File: src/rtl/iqd_pkg.sv
package iqd_pkg;

    localparam int SAMPLE_W  = 8;
    localparam int PHASE_CNT = 4;

    typedef enum logic [1:0] {
        PH_POS_I = 2'd0,
        PH_NEG_Q = 2'd1,
        PH_NEG_I = 2'd2,
        PH_POS_Q = 2'd3
    } phase_e;

    typedef struct packed {
        logic to_q;
        logic negate;
    } mix_ctl_t;

    function automatic mix_ctl_t decode_phase(phase_e ph);
        mix_ctl_t c;
        c.to_q   = ph[0];
        c.negate = (ph == PH_NEG_Q) || (ph == PH_NEG_I);
        return c;
    endfunction

    function automatic phase_e next_phase(phase_e ph);
        return phase_e'(ph + 2'd1);
    endfunction

endpackage

File: src/rtl/iqd_phase.sv
module iqd_phase
    import iqd_pkg::*;
(
    input  logic   clk,
    input  logic   rst,
    input  logic   adv,
    output phase_e ph
);

    always_ff @(posedge clk) begin
        if (rst)
            ph <= PH_POS_I;
        else if (adv)
            ph <= next_phase(ph);
    end

    AST_PHASE_HOLD: assert property (@(posedge clk) disable iff (rst)
        !adv |=> $stable(ph));

endmodule

File: src/rtl/iqd_lane.sv
module iqd_lane
    import iqd_pkg::*;
#(
    parameter int DATA_W = SAMPLE_W,
    localparam int OUT_W = DATA_W + 1
) (
    input  phase_e                   ph,
    input  logic [DATA_W-1:0]        x,
    output logic signed [OUT_W-1:0]  i_o,
    output logic signed [OUT_W-1:0]  q_o
);

    mix_ctl_t                 ctl;
    logic signed [OUT_W-1:0]  ext;
    logic signed [OUT_W-1:0]  mag;

    always_comb begin
        ctl = decode_phase(ph);
        ext = $signed({x[DATA_W-1], x});
        mag = ctl.negate ? -ext : ext;
        i_o = ctl.to_q ? '0 : mag;
        q_o = ctl.to_q ? mag : '0;
    end

endmodule

File: src/rtl/iq_quarter_demod.sv
module iq_quarter_demod
    import iqd_pkg::*;
#(
    parameter int DATA_W   = SAMPLE_W,
    parameter bit PARALLEL = 1'b0,
    parameter bit DECIMATE = 1'b1,
    localparam int OUT_W     = DATA_W + 1,
    localparam int LANES     = PARALLEL ? PHASE_CNT : 1,
    localparam int OUT_PAIRS = PARALLEL ? (DECIMATE ? PHASE_CNT / 2 : PHASE_CNT) : 1
) (
    input  logic                        clk,
    input  logic                        rst,
    input  logic                        in_valid,
    input  logic [LANES*DATA_W-1:0]     in_data,
    output logic                        out_valid,
    output logic [OUT_PAIRS*OUT_W-1:0]  out_i,
    output logic [OUT_PAIRS*OUT_W-1:0]  out_q
);

    localparam logic [OUT_W-1:0] MOST_NEG = {1'b1, {(OUT_W-1){1'b0}}};

    logic signed [OUT_W-1:0] lane_i [LANES];
    logic signed [OUT_W-1:0] lane_q [LANES];
    logic signed [OUT_W-1:0] r_i    [OUT_PAIRS];
    logic signed [OUT_W-1:0] r_q    [OUT_PAIRS];
    logic                    r_v;

    if (!PARALLEL) begin : g_serial
        phase_e ph;

        iqd_phase u_phase (
            .clk (clk),
            .rst (rst),
            .adv (in_valid),
            .ph  (ph)
        );

        iqd_lane #(.DATA_W(DATA_W)) u_lane (
            .ph  (ph),
            .x   (in_data),
            .i_o (lane_i[0]),
            .q_o (lane_q[0])
        );

        if (DECIMATE) begin : g_dec
            logic signed [OUT_W-1:0] held_i;

            always_ff @(posedge clk) begin
                if (rst) begin
                    held_i <= '0;
                    r_i[0] <= '0;
                    r_q[0] <= '0;
                    r_v    <= 1'b0;
                end else begin
                    r_v <= 1'b0;
                    if (in_valid) begin
                        if (!ph[0]) begin
                            held_i <= lane_i[0];
                        end else begin
                            r_i[0] <= held_i;
                            r_q[0] <= lane_q[0];
                            r_v    <= 1'b1;
                        end
                    end
                end
            end

            AST_DECIM_RATE: assert property (@(posedge clk) disable iff (rst)
                out_valid |=> !out_valid);
        end else begin : g_full
            always_ff @(posedge clk) begin
                if (rst) begin
                    r_i[0] <= '0;
                    r_q[0] <= '0;
                    r_v    <= 1'b0;
                end else begin
                    r_v <= in_valid;
                    if (in_valid) begin
                        r_i[0] <= lane_i[0];
                        r_q[0] <= lane_q[0];
                    end
                end
            end

            AST_ONE_ARM: assert property (@(posedge clk) disable iff (rst)
                out_valid |-> (out_i == '0) || (out_q == '0));
        end
    end else begin : g_parallel
        for (genvar k = 0; k < LANES; k++) begin : g_lane
            iqd_lane #(.DATA_W(DATA_W)) u_lane (
                .ph  (phase_e'(k)),
                .x   (in_data[k*DATA_W +: DATA_W]),
                .i_o (lane_i[k]),
                .q_o (lane_q[k])
            );
        end

        always_ff @(posedge clk) begin
            if (rst) r_v <= 1'b0;
            else     r_v <= in_valid;
        end

        for (genvar p = 0; p < OUT_PAIRS; p++) begin : g_pair
            localparam int SRC_I = DECIMATE ? 2 * p     : p;
            localparam int SRC_Q = DECIMATE ? 2 * p + 1 : p;

            always_ff @(posedge clk) begin
                if (rst) begin
                    r_i[p] <= '0;
                    r_q[p] <= '0;
                end else if (in_valid) begin
                    r_i[p] <= lane_i[SRC_I];
                    r_q[p] <= lane_q[SRC_Q];
                end
            end
        end
    end

    for (genvar p = 0; p < OUT_PAIRS; p++) begin : g_pack
        assign out_i[p*OUT_W +: OUT_W] = r_i[p];
        assign out_q[p*OUT_W +: OUT_W] = r_q[p];

        AST_NO_OVERFLOW: assert property (@(posedge clk) disable iff (rst)
            (out_i[p*OUT_W +: OUT_W] != MOST_NEG) && (out_q[p*OUT_W +: OUT_W] != MOST_NEG));
    end

    assign out_valid = r_v;

    AST_IDLE_NO_OUT: assert property (@(posedge clk) disable iff (rst)
        !in_valid |=> !out_valid);

    AST_HOLD_DATA: assert property (@(posedge clk) disable iff (rst)
        (!out_valid && !$past(rst)) |-> ($stable(out_i) && $stable(out_q)));

endmodule

File: config.mk
export PLATFORM = sky130hd
export DESIGN_NAME = iq_quarter_demod
export DESIGN_NICKNAME = d
export VERILOG_FILES = /design/src/rtl/iqd_pkg.sv /design/src/rtl/iqd_phase.sv /design/src/rtl/iqd_lane.sv /design/src/rtl/iq_quarter_demod.sv
export SDC_FILE = /design/constraint.sdc
export NUM_CORES = 1
export LEC_CHECK = 0
export BUFFER_PORTS_ARGS = -buffer_cell sky130_fd_sc_hd__buf_2
export CAP_MARGIN = 20
export CELL_PAD_IN_SITES_DETAIL_PLACEMENT = 1
export CELL_PAD_IN_SITES_GLOBAL_PLACEMENT = 1
export CORE_UTILIZATION = 44
export CTS_CLUSTER_DIAMETER = 200
export CTS_CLUSTER_SIZE = 40
export DETAILED_ROUTE_END_ITERATION = 6
export HOLD_SLACK_MARGIN = 0.1
export PLACE_DENSITY = 0.91
export SYNTH_ARGS = -nofsm -noshare
export SYNTH_HDL_FRONTEND = slang
export SYNTH_SLANG_ARGS = --single-unit
File: constraint.sdc
create_clock -name clk -period 3.5 [get_ports clk]
set_clock_uncertainty 0.1 [all_clocks]
set_input_delay 0.525 -clock clk [delete_from_list [all_inputs] [get_ports clk]]
set_output_delay 0.525 -clock clk [all_outputs]
set_load 0.1 [all_outputs]
# Word level (Yosys, flattened, before mapping)
# Memory sizes are Yosys's and may differ from the RTL's.
# Index checks and enable logic that the tools add are counted.
totals:
  regBits: 12
  mem_bits_rw: 18
  mem_count: 2
op_classes:
  add_sub_neg: 2
  eq_ne: 2
  n_mux: 12
  bitwise_logic: 1
  reduce_logical: 4
mem_list:
  columns: ["name", "depth", "word_bits", "rd", "rd_clocked_by_memory_dff", "wr", "line_no", "text"]
  rows:
  - ["r_i", 1, 9, 1, 0, 1, "iq_quarter_demod.sv:24", "logic signed [OUT_W-1:0] r_i [OUT_PAIRS];"]
  - ["r_q", 1, 9, 1, 0, 1, "iq_quarter_demod.sv:25", "logic signed [OUT_W-1:0] r_q [OUT_PAIRS];"]
op_table:
  columns: ["op", "count"]
  rows:
  - ["$mux W9", 4]
  - ["$reduce_or A9 Y1", 2]
  - ["$neg A8 Y9", 1]
  - ["$mux W1", 8]
  - ["$add A2 B1 Y2 const B", 1]
  - ["$eq A2 B1 Y1 const B", 1]
  - ["$eq A2 B2 Y1 const B", 1]
  - ["$reduce_and A2 Y1", 1]
  - ["$logic_or A1 B1 Y1", 1]
  - ["$not A1 Y1", 1]

# Logic depth before layout (Yosys ltp)
# Gate-level depths: netlist of the first run.
logic_depth:
  ltp_word: 6
  ltp_mapped: 6

# By module
# Synthesis of the first run repeated with hierarchy kept, for this count alone.
unflattened:
  cells_unflattened: 158
  hier_area_um2: 1634.1
modules_own_cells:
  columns: ["mod", "n_inst", "cells_each", "area_each_um2", "seq_area_each_um2"]
  rows:
  - ["iq_quarter_demod", 1, 82, 1126.1, 740.7]
  - ["iqd_lane", 1, 69, 429.2, 0.0]
  - ["iqd_phase", 1, 7, 78.8, 40.0]

# Worst setup path before layout of the first run
# No wires, ideal clock.
synth_path:
  path_type: "in2reg"
  start: "input in_data[0]"
  end: "memory r_q[0][4] (netlist name), data pin"
  t_arrival_ns: 1.352
  required_time_ns: 3.253
  path_slack_ns: 1.901
  cell_stages: 5
  path_buffers: 0
  path_cell_list: "inv_1 -> ha_1 -> nor3b_1 -> or3_1 -> a21oi_1"
synth_via:
  elab_chain_cells: 4
synth_lines:
  columns: ["element", "line_no", "text"]
  rows:
  - ["from (decl)", "iq_quarter_demod.sv:14", "input logic [LANES*DATA_W-1:0] in_data,"]
  - ["$neg A8 Y9", "iqd_lane.sv:20", "mag = ctl.negate ? -ext : ext;"]
  - ["$mux W9", "iqd_lane.sv:20", null]
  - ["$mux W9", "iqd_lane.sv:22", "q_o = ctl.to_q ? mag : '0;"]
  - ["$mux W9 (no line)", null, null]
  - ["to (decl)", "iq_quarter_demod.sv:25", null]
# No other way between the ends.

# Worst setup path in the final report of the first run
layout_path:
  start: "register g_serial.u_phase.ph[0]"
  end: "memory r_q[0][4] (netlist name), data pin"
layout_via:
  elab_chain_cells: 6
  word_cells_on_any_way: 11
  cone_classes: "eq/ne: 2; mux: 7; reduce/logical: 2"
layout_lines:
  columns: ["element", "line_no", "text"]
  rows:
  - ["from (decl)", "iqd_phase.sv:7", "output phase_e ph"]
  - ["from (signal assigned)", "iqd_phase.sv:14", "ph <= next_phase(ph);"]
  - ["$mux W1", "iq_quarter_demod.sv:57", "if (!ph[0]) begin"]
  - ["$mux W1", "iq_quarter_demod.sv:56", "if (in_valid) begin"]
  - ["$mux W1", "iq_quarter_demod.sv:49", "if (rst) begin"]
  - ["$mux W1 (implied by the code)", "iq_quarter_demod.sv:61", "r_q[0] <= lane_q[0];"]
  - ["$reduce_or A9 Y1 (no line)", null, null]
  - ["$mux W9 (no line) (*)", null, null]
# Every way passes the cells marked *; elsewhere a longest branch is shown, timed or not.

==> results.sh, run 1 <==
export IMPL_run_status="finished, final reports clean"
export IMPL_diodes=0
export IMPL_grt_pass1_vias=1019
export IMPL_hpwl_mm=2.027
export IMPL_crit_path_end_kind="register"
export IMPL_rsz0062_at_grt="no"
export IMPL_synth_top_area_frac=0.4162
export IMPL_min_from="rst"
export IMPL_power_per_cell_area_nw_per_um2=538.1
export IMPL_ctsRootBufferMaster="clkbuf_4"
export IMPL_netlist_area_sq_um=1299
export IMPL_clk_path_buf_depth=2
export IMPL_antenna_found_initial=0
export IMPL_synth_simple_area_share=0.1657
export IMPL_drcViolationCount=0
export IMPL_max_freq_mhz=499.1
export IMPL_path_depth=3
export IMPL_ctsHoldBuffers=0
export IMPL_core_area_sq_um=2781
export IMPL_endpoint="r_q[0][4]"
export IMPL_tns_ns=0
export IMPL_via_count=1016
export IMPL_synth_edff_count=18
export IMPL_ys_ff_latch=30
export IMPL_synth_top_family_by_area="simple AND/OR/NAND/NOR gates"
export IMPL_tritoncts="built"
export IMPL_relSlewSlack=0.2957
export IMPL_io_buffer_count=29
export IMPL_first_pass_iters=4
export IMPL_setup_worst_path_start="g_serial.u_phase.ph[0]"
export IMPL_yosys_warnings=0
export IMPL_synthAdderAreaFrac=0.009634
export IMPL_start_util=0.4669
export IMPL_io_pins=30
export IMPL_vdd_drop_max_mv=0.3163
export IMPL_cts_buffers=5
export IMPL_clk_latency_ns=0.32
export IMPL_crit_family="XOR/XNOR gates"
export IMPL_final_cells=176
export IMPL_synth_area_top_cells="edfxtp_1 42%, dfxtp_1 18%, and2_1 4.3%"
export IMPL_mostFrequentLayoutCells="29 x buf_2, 18 x edfxtp_1, 12 x dfxtp_1"
export IMPL_path_max_fanout=14
export IMPL_synth_xor_area_share=0.02023
export IMPL_layout_min_cycle_time_ns=2.003
export IMPL_busiest_layer="met2"
export IMPL_die_area_sq_um=3173
export IMPL_r2r_start="g_serial.u_phase.ph[0]"
export IMPL_totalWireLength_mm=2.843
export IMPL_max_cap_violations=0
export IMPL_finalCritPeriodShare=0.5724
export IMPL_drtIter0Drc=16
export IMPL_final_common_cell="buf_2"
export IMPL_worst_pin_slew_ns=1.049
export IMPL_clk_pin_slew_ns=0.09
export IMPL_post_cts_buffers=0
export IMPL_synth_top_flop_cell="edfxtp_1"
export IMPL_hold_violations=0
export IMPL_htreeDepth=2
export IMPL_synthArstFlopShare=0
export IMPL_placedCellCount=168
export IMPL_final_layout_size_suffix_gt1_frac=0.2483
export IMPL_grt_overflow_total=0
export IMPL_min_path_type="input pin to register"
export IMPL_syn_num_nets=125
export IMPL_post_cts_resize_count=0
export IMPL_vias_per_cell=5.773
export IMPL_design_area_sq_um=1494
export IMPL_grt_pass1_wl_mm=4.581
export IMPL_reg2reg_slack_ns=1.50
export IMPL_cts_sinks=30
export IMPL_setup_violations=0
export IMPL_final_net_count=156
export IMPL_place_area_sq_um=1445
export IMPL_avgSynthCellArea_sq_um=11.49
export IMPL_yosysUniqueCellTypes=30
export IMPL_critical_path_startpoint_type="register"
export IMPL_rows=19
export IMPL_grt_util_met1=0.2100
export IMPL_crit_buf_inv=0
export IMPL_path_cells="xnor2_1 -> o21ai_0 -> a21oi_1"
export IMPL_synth_compound_area_frac=0.1397
export IMPL_grtUsageMet3=0.05300
export IMPL_cp_data_arrival_time_ns=2.07
export IMPL_die_h_um=56.33
export IMPL_globalplace_congestion=0.7637
export IMPL_syn_inst=113
export IMPL_leakagePower_nw=0.6276
export IMPL_die_x_um=56.33
export IMPL_grt_start_max_net_pins=19
export IMPL_ant_nets=0
export IMPL_drv_slew=0
export IMPL_ff2ff_path_depth=3
export IMPL_slowest_stage="xnor2_1"
export IMPL_grt_usage=0.1983
export IMPL_wire_per_inst_um=16.15
export IMPL_rr_endpoint="r_q[0][4]"
export IMPL_grt_use_met2=0.3418
export IMPL_synth_top_cell_by_area="edfxtp_1"
export IMPL_yosysSeqAreaShare=0.6012
export IMPL_crit_type="register to register"
export IMPL_worstPathRequired_ns=3.57
export IMPL_area_growth_pct=15.03
export IMPL_synthMuxAreaShare=0.02312
export IMPL_fin_hold_ws_ns=0.3156
export IMPL_critPathMaxStageDelay_ns=0.84
-- per-stage QoR --
| stage | setup WS, ns | power, mW | util |
|---|---|---|---|
| after floorplan | 1.901 | 0.5906 | - |
| after global placement | 1.518 | 0.6161 | 0.5196 |
| after detailed placement | 1.382 | 0.6260 | 0.5196 |
| after CTS | 1.497 | 0.8127 | 0.5371 |
| after global routing | 1.279 | 0.8345 | 0.5371 |
| final | 1.497 | 0.8039 | 0.5371 |
-- logic make-up (layout without fill, tap and decap cells) --
kind of cell	Yosys count	in the layout
compound gates	31	31
simple gates	36	36
flops	30	30
mux	3	3
fa+ha+maj	1	1
xor+xnor	3	3
buf+inv	9	41
-- layer usage --
layer  wire length, um  up-vias
met4               102        0
met3               121       11
met1              1138      497
li1                  -      481
met2              1480       27
met5                 0        -
-- Yosys cell counts, types with 2 or more instances --
cell type   n
edfxtp_1   18
dfxtp_1    12
o21ai_0    10
a21oi_1     9
and2_1      9
a31oi_1     6
nor2_1      6
nand2_1     4
a211o_1     3
buf_2       3
inv_1       3
mux2i_1     3
nor3_1      3
or3_1       3
a22oi_1     2
buf_6       2
nor2b_1     2
nor3b_1     2
xnor2_1     2
-- layout make-up --
class	count	area (sq um)
Fill cell	317	1287
Sequential cell	30	780.7
Multi-Input combinational cell	74	465.4
Timing Repair Buffer	29	145.1
Clock buffer	8	48.80
Tap cell	31	38.79
Inverter	4	15.01
-- worst min-delay path by stage --
stage	end	slack, ns	depth (start not counted)
floorplan	g_serial.g_dec.held_i[0]	0.35	2
global placement	g_serial.g_dec.held_i[0]	0.40	2
detailed placement	r_i[0][4]	0.41	1
CTS	g_serial.u_phase.ph[1]	0.31	2
global route	g_serial.u_phase.ph[1]	0.33	2
finish	g_serial.u_phase.ph[1]	0.32	2
-- power by group --
group / switching [mW] / leakage [nW] / total (mW) / internal [mW]
registers: 0.0119 / 0.288 / 0.414 / 0.402
clock network: 0.107 / 0.0265 / 0.187 / 0.0799
logic: 0.164 / 0.313 / 0.203 / 0.0392
total: 0.283 / 0.628 / 0.804 / 0.521
-- flip-flops by register name (all words and copies together) (netlist names) --
register and cells:
g_serial.g_dec.held_i 9, r_i 9, r_q 9, g_serial.u_phase.ph 2, out_valid 1
Note: power is estimated with default switching activity, not from simulation.
==> inputs of run 2 (changes only) <==
--- a/config.mk
+++ b/config.mk
@@ -9,12 +9,12 @@
 export CAP_MARGIN = 20
 export CELL_PAD_IN_SITES_DETAIL_PLACEMENT = 1
 export CELL_PAD_IN_SITES_GLOBAL_PLACEMENT = 1
-export CORE_UTILIZATION = 44
+export CORE_UTILIZATION = 37
 export CTS_CLUSTER_DIAMETER = 200
 export CTS_CLUSTER_SIZE = 40
 export DETAILED_ROUTE_END_ITERATION = 6
 export HOLD_SLACK_MARGIN = 0.1
-export PLACE_DENSITY = 0.91
+export PLACE_DENSITY = 0.82
 export SYNTH_ARGS = -nofsm -noshare
 export SYNTH_HDL_FRONTEND = slang
 export SYNTH_SLANG_ARGS = --single-unit
==> constraint.sdc (replaced) <==
create_clock -name clk -period 1.65 [get_ports clk]
set_clock_uncertainty 0.1 [all_clocks]
set_input_delay 0.2475 -clock clk [delete_from_list [all_inputs] [get_ports clk]]
set_output_delay 0.2475 -clock clk [all_outputs]
set_load 0.1 [all_outputs]
==> run 2 against run 1 <==
Net effect:
- sequential cell count unchanged
- worst hold slack lost 0.16 ns
- combinational power up 130%
- register-to-register slack worse by 1.4 ns
- cell count rose by 15%
- critical path depth up 1
- largest cell class unchanged
- clock power increased to 3.0 times the previous value
- die area rose by 18%
==> results.sh, run 2 (synthesized netlist as in run 1, its figures left out) <==
export IMPL_grt_overflow_total=0
export IMPL_ant_nets=0
export IMPL_crit_type="register to register"
export IMPL_rsz0062_at_grt="no"
export IMPL_grt_usage=0.1832
export IMPL_via_count=1050
export IMPL_final_cells=202
export IMPL_reg2reg_slack_ns=0.09
export IMPL_critPathMaxStageDelay_ns=0.42
export IMPL_drv_slew=0
export IMPL_post_cts_buffers=0
export IMPL_cp_data_arrival_time_ns=1.63
export IMPL_run_status="finished, final reports clean"
export IMPL_relSlewSlack=0.6736
export IMPL_min_to="g_serial.g_dec.held_i[8]"
export IMPL_tritoncts="built"
export IMPL_cts_buffers=5
export IMPL_holdPathStages=3
export IMPL_totalWireLength_mm=2.986
export IMPL_ctsRootBufferMaster="clkbuf_4"
export IMPL_io_buffer_count=29
export IMPL_globalplace_congestion=0.8207
export IMPL_die_area_sq_um=3751
export IMPL_ff2ff_path_depth=4
export IMPL_htreeDepth=2
export IMPL_hpwl_mm=2.099
export IMPL_power_per_cell_area_nw_per_um2=1164
export IMPL_switching_share=0.3327
export IMPL_min_from="in_data[7]"
export IMPL_die_x_um=61.25
export IMPL_place_ws_ns=0.06918
export IMPL_slowest_stage="dfxtp_1"
export IMPL_antenna_found_initial=0
export IMPL_drtIter0Drc=51
export IMPL_mostFrequentLayoutCells="29 x buf_2, 18 x edfxtp_1, 12 x dfxtp_1"
export IMPL_diodes=0
export IMPL_die_h_um=61.25
export IMPL_clk_pin_slew_ns=0.10
export IMPL_path_cells="xnor2_1 -> buf_4 -> or3_1 -> a21oi_1"
export IMPL_finalCritPeriodShare=0.9440
export IMPL_grt_start_max_net_pins=19
export IMPL_vias_per_cell=5.198
export IMPL_comb_power_share=0.244
export IMPL_max_cap_violations=0
export IMPL_drcViolationCount=0
export IMPL_p_clk_frac=0.298
export IMPL_path_max_fanout=14
export IMPL_reg_top3="g_serial.g_dec.held_i (9), r_i (9), r_q (9)"
export IMPL_rows=21
export IMPL_area_growth_pct=26.40
export IMPL_clk_latency_ns=0.33
export IMPL_start_util=0.3892
export IMPL_layout_min_cycle_time_ns=1.558
export IMPL_crit_buf_inv=1
export IMPL_intPower_mw=1.275
export IMPL_vdd_drop_max_mv=0.5473
export IMPL_grt_pass1_wl_mm=4.671
export IMPL_r2r_start="g_serial.u_phase.ph[1]"
export IMPL_wire_per_inst_um=14.78
export IMPL_crit_family="flip-flops"
export IMPL_crit_path_end_kind="register"
export IMPL_p_sw_mw=0.6358
export IMPL_first_pass_iters=4
export IMPL_placedCellCount=192
export IMPL_tns_ns=0
export IMPL_final_layout_size_suffix_gt1_frac=0.3077
export IMPL_max_freq_mhz=642.0
export IMPL_worst_pin_slew_ns=0.4930
export IMPL_clk_path_buf_depth=2
export IMPL_p_seq_frac=0.458
export IMPL_cts_sinks=30
export IMPL_postLayoutSetupSlackWorst_ns=0.09244
export IMPL_final_net_count=167
export IMPL_setup_violations=0
export IMPL_critical_path_startpoint_type="register"
export IMPL_finalPower_mw=1.911
export IMPL_worstPathRequired_ns=1.72
export IMPL_min_path_type="input pin to register"
export IMPL_core_area_sq_um=3337
export IMPL_fillCellCount=396
export IMPL_leakagePower_nw=0.7042
export IMPL_hold_violations=0
export IMPL_io_pins=30
export IMPL_grt_pass1_vias=1021
export IMPL_final_common_cell="buf_2"
export IMPL_rr_endpoint="r_q[0][4]"
## run 2: changes by cell type in the layout (fill, tap and decap cells not counted), sizes merged
| cell | delta |
|---|---|
| dlygate4sd3 | +2 |
| bufinv | +1 |
| clkbuf | -3 |
| clkinv | +2 |
| buf | +9 |
## run 2: worst max path at each step
stage,depth (start not counted),to,from,slack [ns]
floorplan,5,r_q[0][1],g_serial.u_phase.ph[0],0.19
global placement,6,r_q[0][4],in_data[0],0.18
detailed placement,6,r_q[0][4],in_data[0],0.07
CTS,4,r_q[0][4],g_serial.u_phase.ph[1],0.11
global route,4,r_q[0][2],g_serial.u_phase.ph[1],0.04
finish,4,r_q[0][4],g_serial.u_phase.ph[1],0.09
## run 2: per-stage QoR
step                      cell area [sq um]  hold slack [ns]  utilization
after global routing                   1642           0.1601       0.4919
after detailed placement               1544           0.3740       0.4627
after CTS                              1642           0.1335       0.4919
after floorplan                        1299           0.2199            -
after global placement                 1544           0.3634       0.4627
final                                  1642           0.1537       0.4919
## run 2: metal layers
metal	track usage	share of wire	wire length [um]	vias to the layer above
met5	0	0	0	-
met3	0.05042	0.050	150	8
met4	0.1071	0.028	83	0
li1	-	-	-	504
met2	0.3152	0.52	1545	29
met1	0.2024	0.40	1207	509
## run 2: repair_timing
item	CTS	global route
endpoints found under the hold margin	3	0
gates resized for setup	0	0
hold buffers	2	0
## run 2: worst reg2reg max path, delay by kind of cell (launching register included)
kind	cells	cell delay, ns
xor gates and xnor gates	1	0.10
DFF	1	0.42
AOI/OAI and AO/OA	1	0.21
and+or+nand+nor	1	0.38
buffers and inverters	1	0.19
## run 2: layout make-up
class	instances	area, sq um	share of cell area
multi-input combinational	74	465.4	0.2835
clock inverter	3	40.04	0.02439
inverter	4	15.01	0.009146
sequential	30	780.7	0.4756
clock buffer	5	37.54	0.02287
timing repair buffer	40	245.2	0.1494
tap	46	57.56	0.03506
## run 2: power by group through the flow
stage	combinational [mW]	clock (mW)	sequential, mW
floorplan	0.143	0	1.11
global placement	0.449	0	0.888
detailed placement	0.462	0	0.892
CTS	0.467	0.590	0.876
global route	0.495	0.619	0.881
finish	0.466	0.570	0.875
